<file path="src/rtl/pwr_ramp_pkg.sv">
package pwr_ramp_pkg;
  localparam int WORD_W    = 8;
  localparam int NUM_STEPS = 5;
  localparam int IDX_W     = $clog2(NUM_STEPS);
  localparam logic [IDX_W-1:0] LAST_IDX = IDX_W'(NUM_STEPS - 1);
  localparam logic [WORD_W-1:0] WORD_CLOSED = 8'hFF;
  localparam logic [WORD_W-1:0] WORD_OPEN   = 8'h00;

  typedef enum logic [1:0] {
    PH_IDLE  = 2'd0,
    PH_OPEN  = 2'd1,
    PH_CLOSE = 2'd2
  } ramp_phase_t;

  // Switch word driven at each stage of the opening ramp.
  function automatic logic [WORD_W-1:0] ramp_value(input logic [IDX_W-1:0] idx);
    case (idx)
      3'd0:    ramp_value = 8'hFF;
      3'd1:    ramp_value = 8'hFE;
      3'd2:    ramp_value = 8'hF8;
      3'd3:    ramp_value = 8'hF0;
      default: ramp_value = 8'h00;
    endcase
  endfunction

  // Successor of a word along the opening ramp (used by checks).
  function automatic logic [WORD_W-1:0] ramp_successor(input logic [WORD_W-1:0] w);
    case (w)
      8'hFF:   ramp_successor = 8'hFE;
      8'hFE:   ramp_successor = 8'hF8;
      8'hF8:   ramp_successor = 8'hF0;
      8'hF0:   ramp_successor = 8'h00;
      default: ramp_successor = 8'h00;
    endcase
  endfunction
endpackage

</file>
<file path="src/rtl/pwr_ramp_dwell.sv">
module pwr_ramp_dwell #(
  parameter int DWELL_CYCLES = 1250
) (
  input  logic clk,
  input  logic rst,
  input  logic load,
  output logic expire
);
  localparam int CNT_W = $clog2(DWELL_CYCLES + 1);
  localparam logic [CNT_W-1:0] RELOAD = CNT_W'(DWELL_CYCLES - 1);

  logic [CNT_W-1:0] remain_q;

  always_ff @(posedge clk) begin
    if (rst) begin
      remain_q <= '0;
    end else if (load) begin
      remain_q <= RELOAD;
    end else if (remain_q != '0) begin
      remain_q <= remain_q - 1'b1;
    end
  end

  assign expire = (remain_q == '0);
endmodule

</file>
<file path="src/rtl/pwr_ramp_fsm.sv">
module pwr_ramp_fsm
  import pwr_ramp_pkg::*;
(
  input  logic              clk,
  input  logic              rst,
  input  logic              open_req,
  input  logic              close_req,
  input  logic              expire,
  output logic              load,
  output logic [WORD_W-1:0] word_q,
  output logic              busy_q,
  output logic              done_q
);
  ramp_phase_t      phase_q;
  logic [IDX_W-1:0] idx_q;

  logic take_close, take_open, ramp_needed;

  assign take_close  = (phase_q == PH_IDLE) && close_req;
  assign take_open   = (phase_q == PH_IDLE) && !close_req && open_req;
  assign ramp_needed = (word_q != WORD_OPEN);

  // Restart the dwell on every newly driven word.
  assign load = take_close
              || (take_open && ramp_needed)
              || ((phase_q == PH_OPEN) && expire && (idx_q != LAST_IDX));

  always_ff @(posedge clk) begin
    if (rst) begin
      phase_q <= PH_IDLE;
      idx_q   <= '0;
      word_q  <= WORD_CLOSED;
      busy_q  <= 1'b0;
      done_q  <= 1'b0;
    end else begin
      done_q <= 1'b0;
      case (phase_q)
        PH_IDLE: begin
          if (take_close) begin
            word_q  <= WORD_CLOSED;
            phase_q <= PH_CLOSE;
            busy_q  <= 1'b1;
          end else if (take_open) begin
            if (ramp_needed) begin
              idx_q   <= '0;
              word_q  <= ramp_value('0);
              phase_q <= PH_OPEN;
              busy_q  <= 1'b1;
            end else begin
              done_q <= 1'b1;
            end
          end
        end
        PH_OPEN: begin
          if (expire) begin
            if (idx_q == LAST_IDX) begin
              phase_q <= PH_IDLE;
              busy_q  <= 1'b0;
              done_q  <= 1'b1;
            end else begin
              idx_q  <= idx_q + 1'b1;
              word_q <= ramp_value(idx_q + 1'b1);
            end
          end
        end
        PH_CLOSE: begin
          if (expire) begin
            phase_q <= PH_IDLE;
            busy_q  <= 1'b0;
            done_q  <= 1'b1;
          end
        end
        default: begin
          phase_q <= PH_IDLE;
          busy_q  <= 1'b0;
        end
      endcase
    end
  end
endmodule

</file>
<file path="src/rtl/pwr_ramp_ctrl.sv">
module pwr_ramp_ctrl
  import pwr_ramp_pkg::*;
#(
  parameter int DWELL_CYCLES = 1250
) (
  input  logic              clk,
  input  logic              rst,
  input  logic              open_req,
  input  logic              close_req,
  output logic [WORD_W-1:0] sw_word,
  output logic              busy,
  output logic              done
);
  logic load, expire;

  pwr_ramp_dwell #(.DWELL_CYCLES(DWELL_CYCLES)) u_dwell (
    .clk    (clk),
    .rst    (rst),
    .load   (load),
    .expire (expire)
  );

  pwr_ramp_fsm u_fsm (
    .clk       (clk),
    .rst       (rst),
    .open_req  (open_req),
    .close_req (close_req),
    .expire    (expire),
    .load      (load),
    .word_q    (sw_word),
    .busy_q    (busy),
    .done_q    (done)
  );
endmodule

</file>
<file path="config.mk">
export PLATFORM = sky130hd
export DESIGN_NAME = pwr_ramp_ctrl
export DESIGN_NICKNAME = d
export VERILOG_FILES = /design/src/rtl/pwr_ramp_pkg.sv /design/src/rtl/pwr_ramp_dwell.sv /design/src/rtl/pwr_ramp_fsm.sv /design/src/rtl/pwr_ramp_ctrl.sv
export SDC_FILE = /design/constraint.sdc
export NUM_CORES = 1
export LEC_CHECK = 0
export BUFFER_PORTS_ARGS = -buffer_cell sky130_fd_sc_hd__buf_4
export CAP_MARGIN = 25
export CORE_MARGIN = 2
export CORE_UTILIZATION = 26
export DETAILED_ROUTE_END_ITERATION = 6
export PLACE_DENSITY = 0.46
export SETUP_SLACK_MARGIN = 0.05
export SYNTH_ARGS = -nofsm -noshare
export SYNTH_HDL_FRONTEND = slang
export SYNTH_SLANG_ARGS = --single-unit
export TNS_END_PERCENT = 30
</file>
<file path="constraint.sdc">
create_clock -name clk -period 5.2 [get_ports clk]
set_clock_uncertainty 0.05 [all_clocks]
set_input_delay 0.78 -clock clk [delete_from_list [all_inputs] [get_ports clk]]
set_output_delay 0.78 -clock clk [all_outputs]
set_load 0.005 [all_outputs]
</file>
Yosys cells after proc, flatten, opt, wreduce, memory -nomap -nowiden
Cells that the tools add are included.
Operators by class
  reductions and logical operators: 20
  mux-type cells: 36
  $add $sub $neg: 2
  eq/ne operators: 16
Operator list (count)
  8-bit two-way mux: 5
  8-bit case mux with 4 select lines: 1
  11-bit two-way mux: 2
  8-bit case mux with 2 select lines: 1
  3-bit two-way mux: 5
  1-bit two-way mux: 12
  2-bit two-way mux: 6
  11-bit logical NOT: 1
  11-bit nonzero test: 1
  11-bit by 1-bit subtractor with 11-bit output (second input constant): 1
  5-bit AND reduction: 2
  2-bit by 1-bit != test with 1-bit output (second input constant): 4
  8-bit nonzero test: 1
  3-bit by 2-bit equality test with 1-bit output (second input constant): 2
  1-bit logical AND: 6
  2-bit != test (second input constant): 3
  3-bit by 1-bit != test with 1-bit output (second input constant): 2
  1-bit case mux with 3 select lines: 2
  2-bit case mux with 3 select lines: 1
  3-bit case mux with 2 select lines: 1
  6-bit AND reduction: 1
  2-bit nonzero test: 2
  3-bit by 1-bit adder with 3-bit output (second input constant): 1
  3-bit by 1-bit equality test with 1-bit output (second input constant): 1
  9 further kinds: 10
Storage, ports and cells
  register bits after elaboration: 26
  logic and storage cells: 81
  output and inout bits: 10
  input bits: 4

Logic depth before layout (Yosys ltp)
  depth in word-level cells: 7
  mapped depth: 6

Cells and area by module
A second synthesis with hierarchy kept.
Second synthesis, totals
  cells, all modules: 133
  area, all modules: 1219.9 um2
Modules (own cells, without submodules)
  pwr_ramp_fsm: instances 1, cells an instance 70, area an instance 658.1 um2
  pwr_ramp_dwell: instances 1, cells an instance 63, area an instance 561.8 um2

Least setup slack after synthesis
No wires, ideal clock.
  kind: in2reg
  from: input close_req
  to: register u_fsm.idx_q[0]
  arrival time: 1751 ps
  setup slack: 3283 ps
  stages: 4
  cells stage by stage: nor4b_1 > a22o_1 > o22ai_1 > a22o_1
On the way
  cells in the longest elaborated chain, start to end: 5
  elaborated cells on any way between the ends: 7
  those cells by class: 2 x eq/ne; 5 x reduce/logical
RTL lines
  start, declared: line pwr_ramp_ctrl.sv:9  | input logic close_req,
  1-bit logical NOT: line pwr_ramp_fsm.sv:20  | assign take_open = (phase_q == PH_IDLE) && !close_req && open_req;
  1-bit logical AND (2 in series): line pwr_ramp_fsm.sv:20
  2-bit by 1-bit != test with 1-bit output (no source line)
  6-bit AND reduction (no source line) *
  end signal, assigned: line pwr_ramp_fsm.sv:61  | idx_q <= idx_q + 1'b1;
  end, declared: line pwr_ramp_fsm.sv:15  | logic [IDX_W-1:0] idx_q;
Mark *: on every way between the ends. The rest lies on a longest branch, timed or not.
A chain may end at the register's enable or synchronous reset.

Worst setup path in the final report
  from: register u_dwell.remain_q[2]
  to: register u_fsm.word_q[2]
On the way
  cells in the longest elaborated chain, start to end: 3
RTL lines
  start, declared: line pwr_ramp_dwell.sv:12  | logic [CNT_W-1:0] remain_q;
  start signal, assigned: line pwr_ramp_dwell.sv:20  | remain_q <= remain_q - 1'b1;
  11-bit logical NOT: line pwr_ramp_dwell.sv:24  | assign expire = (remain_q == '0);
  2-bit by 1-bit != test with 1-bit output (no source line)
  5-bit AND reduction (no source line)
  end signal, assigned: line pwr_ramp_fsm.sv:46  | word_q <= ramp_value('0);
  end signal, assigned: line pwr_ramp_fsm.sv:62  | word_q <= ramp_value(idx_q + 1'b1);
  end, declared: line pwr_ramp_fsm.sv:10  | output logic [WORD_W-1:0] word_q,
Every way passes these cells.

==> metrics.yaml <==
power:
  vdd_drop_max_mv: 0.1558
  p_per_area_mw_per_mm2: 336.9
  p_leak_nw: 0.5597
sta:
  rsz0062_at_grt: "false"
  slew_viol_final: 0
  finalSetupTns_ns: 0
  period_needed_ns: 2.010
  clock.fmax_mhz: 497.6
  final-setup-viol-count: 0
  final_min_period_over_clock_period_pct: 38.65
  timing_worst_slew_pin_value_ns: 0.4868
  hold_violations: 0
  slew_headroom_pct: 67.33
  whs_ns: 0.4728
  fin_ws_ns: 3.190
finish:
  most-common-layout-cells: "22 x dfxtp_1, 18 x nor2_1, 13 x buf_4, 11 x nand2_1, 7 x a21oi_1"
  final_common_cell: "dfxtp_1"
  final-instance-count-excl-fill: 225
  synthToLayoutAreaGrowth_pct: 13.91
  nNetsFinal: 169
  layout-drive-gt1-share_pct: 18.35
  antenna-diode-count: 0
worst_setup_path:
  r2r_setup_slack_ns: 3.19
  critPathRequiredTime_ns: 5.35
  cp.buffers_inverters: 0
  timing.rr.end: "u_fsm.word_q[2]"
  slowest_delay_ns: 0.44
  critPathMaxFanout: 13
  arrival_ns: 2.16
  cp-start-kind: "flop"
  worst_setup_path_end_kind: "flop"
  worst-path-stages: 4
  critical-path-slowest-cell: "nand4b_2"
  rr_startpoint: "u_dwell.remain_q[2]"
  timing.reg2reg.worst_path_depth: 4
  largest_delay_share_family_worst_path: "simple AND/OR/NAND/NOR gates"
  critical_path_cell_sequence: "nor4_4 -> nand4b_2 -> o21ai_4 -> mux2i_1"
  setup.worst_path.class: "reg2reg"
place:
  final_weighted_congestion_of_routability_driven_global_placement: 0.8356
  preCtsSetupSlack_ns: 3.035
  dp_cells: 221
  portBuffers: 13
  dp_hpwl_um: 2274
global_routing:
  grt_pass1_wl_um: 5071
  globalRouteMet3Util_pct: 2.910
  groute.layer.met1.usage_pct: 15.29
  met2_use_gr_pct: 19.13
  grt_overflow: 0
  antenna_violations_before_repair: 0
  busiest_layer: "met2"
  grt_max_degree: 21
  number_of_global_route_vias_before_repair: 1115
  globalRouteTotalUtil_pct: 11.62
routing:
  remaining_drc_errors: 0
  drtPass1Iterations: 4
  postRouteAntennaNets: 0
  viasPerCell: 4.951
  drt_wl_total_um: 3038
  vias: 1114
  post_drt_wl_per_cell_um: 13.50
  iter_0_drt_violations: 35
logic_synthesis:
  dominantRegCellSynth: "dfxtp_1"
  post_synth_instance_area_mm2: 0.001323
  post_synth.cell_area_avg_um2: 8.758
  synth_nets: 161
  synth-edff-count: 0
  asr_flop_ratio_synth_pct: 0
  synth-seq-cells: 22
  synth_cell_type_count: 53
  seq_area_frac_synth_pct: 33.30
  synthesis.instances: 151
  count_of_synthesis_stage_warnings_from_yosys: 0
clock_tree:
  clock_insertion_delay_worst_skew_ns: 0.27
  postCtsHoldBufs: 0
  cts_max_path_buffers: 2
  tritoncts: "done"
  cts_setup_buffers: 0
  cts-buffers-inserted: 3
  clk_root_buffer_cell: "clkbuf_8"
  worst_path_clk_slew_ns: 0.09
  h-tree-depth: 1
  cts.sinks: 22
  post_cts_resized: 0
outcome:
  status: "complete, no violations"
min_path:
  hp-start: "u_dwell.remain_q[5]"
  hold_depth: 2
  worst_hold_path_type: "reg2reg"
  worst_hold_path.endpoint: "u_dwell.remain_q[5]"
floorplan:
  dieWidth_um: 75.32
  fp.dieH_um: 75.32
  fp.coreArea_mm2: 0.004817
  total_i_o_pin_count: 14
  fp.dieArea_mm2: 0.005673
  initial_utilization_pct: 27.45
  core.rowCount: 25
flow_run:
  maxCapViolations: 0
per-layer routing:
layer	vias up	wire length (um)
met5	-	0
met4	0	18
met3	2	71
met2	11	1466
met1	530	1481
li1	571	-
worst max path at each step:
| stage | start | slack, ns | end |
|---|---|---|---|
| CTS | u_dwell.remain_q[2] | 3.18 | u_fsm.word_q[3] |
| floorplan | close_req | 3.28 | u_fsm.idx_q[0] |
| detailed placement | close_req | 3.03 | u_fsm.idx_q[0] |
| finish | u_dwell.remain_q[2] | 3.19 | u_fsm.word_q[2] |
| global placement | close_req | 3.06 | u_fsm.idx_q[0] |
| global route | u_dwell.remain_q[2] | 2.98 | u_fsm.word_q[0] |
through the flow:
step / instance area [um^2] / total power, mW / util (%)
after floorplan: 1323 / 0.3208 / -
after global placement: 1435 / 0.3443 / 29.79
after detailed placement: 1435 / 0.3478 / 29.79
after CTS: 1506 / 0.5139 / 31.27
after global routing: 1506 / 0.5369 / 31.27
final: 1506 / 0.5075 / 31.27
tightest hold or removal path: cells and delay by family (launching register included):
kind             cells  cell delay, ns
AND/OR/NAND/NOR      1            0.06
flip-flops           1            0.34
AO/OA/AOI/OAI        1            0.07
synthesized netlist by cell type, types with 4 or more instances:
master	count	share of area, %
nand2_1	11	3.1
a31oi_1	5	2.4
a21oi_1	7	2.6
mux2i_1	4	3.0
nand2b_1	4	1.9
inv_1	6	1.7
nor2_1	18	5.1
dfxtp_1	22	33
ha_1	6	5.7
o21ai_1	4	1.5
buf_4	4	2.3
cell families (layout without fill, tap and decap cells):
logic type,count (synthesis),in the layout,synth area share (%)
AO/OA/AOI/OAI,41,41,23.56
XOR/XNOR,3,3,1.987
adder cells (fa/ha/maj),6,6,5.676
buffers and inverters,16,23,6.906
flip-flops,22,22,33.30
multiplexers,4,4,3.028
AND/OR/NAND/NOR,59,59,25.54
area by class of cell:
class | instances | area, um^2
fill | 535 | 3311
multi-input combinational | 113 | 790.8
sequential | 22 | 440.4
timing repair buffer | 13 | 97.59
tap | 67 | 83.83
clock buffer | 3 | 41.29
clock inverter | 1 | 30.03
inverter | 6 | 22.52
where the power goes:
part	leakage (nW)	internal, mW	switching, mW
logic	0.343	0.0563	0.0745
registers	0.181	0.187	0.0263
clock network	0.0357	0.103	0.0608
sequential cells by signal (all words and copies together), names as in the netlist:
name,cells
u_dwell.remain_q,11
u_fsm.word_q,4
u_fsm.idx_q,3
u_fsm.phase_q,2
u_fsm.busy_q,1
u_fsm.done_q,1
Note: power is estimated with default switching activity, not from simulation.
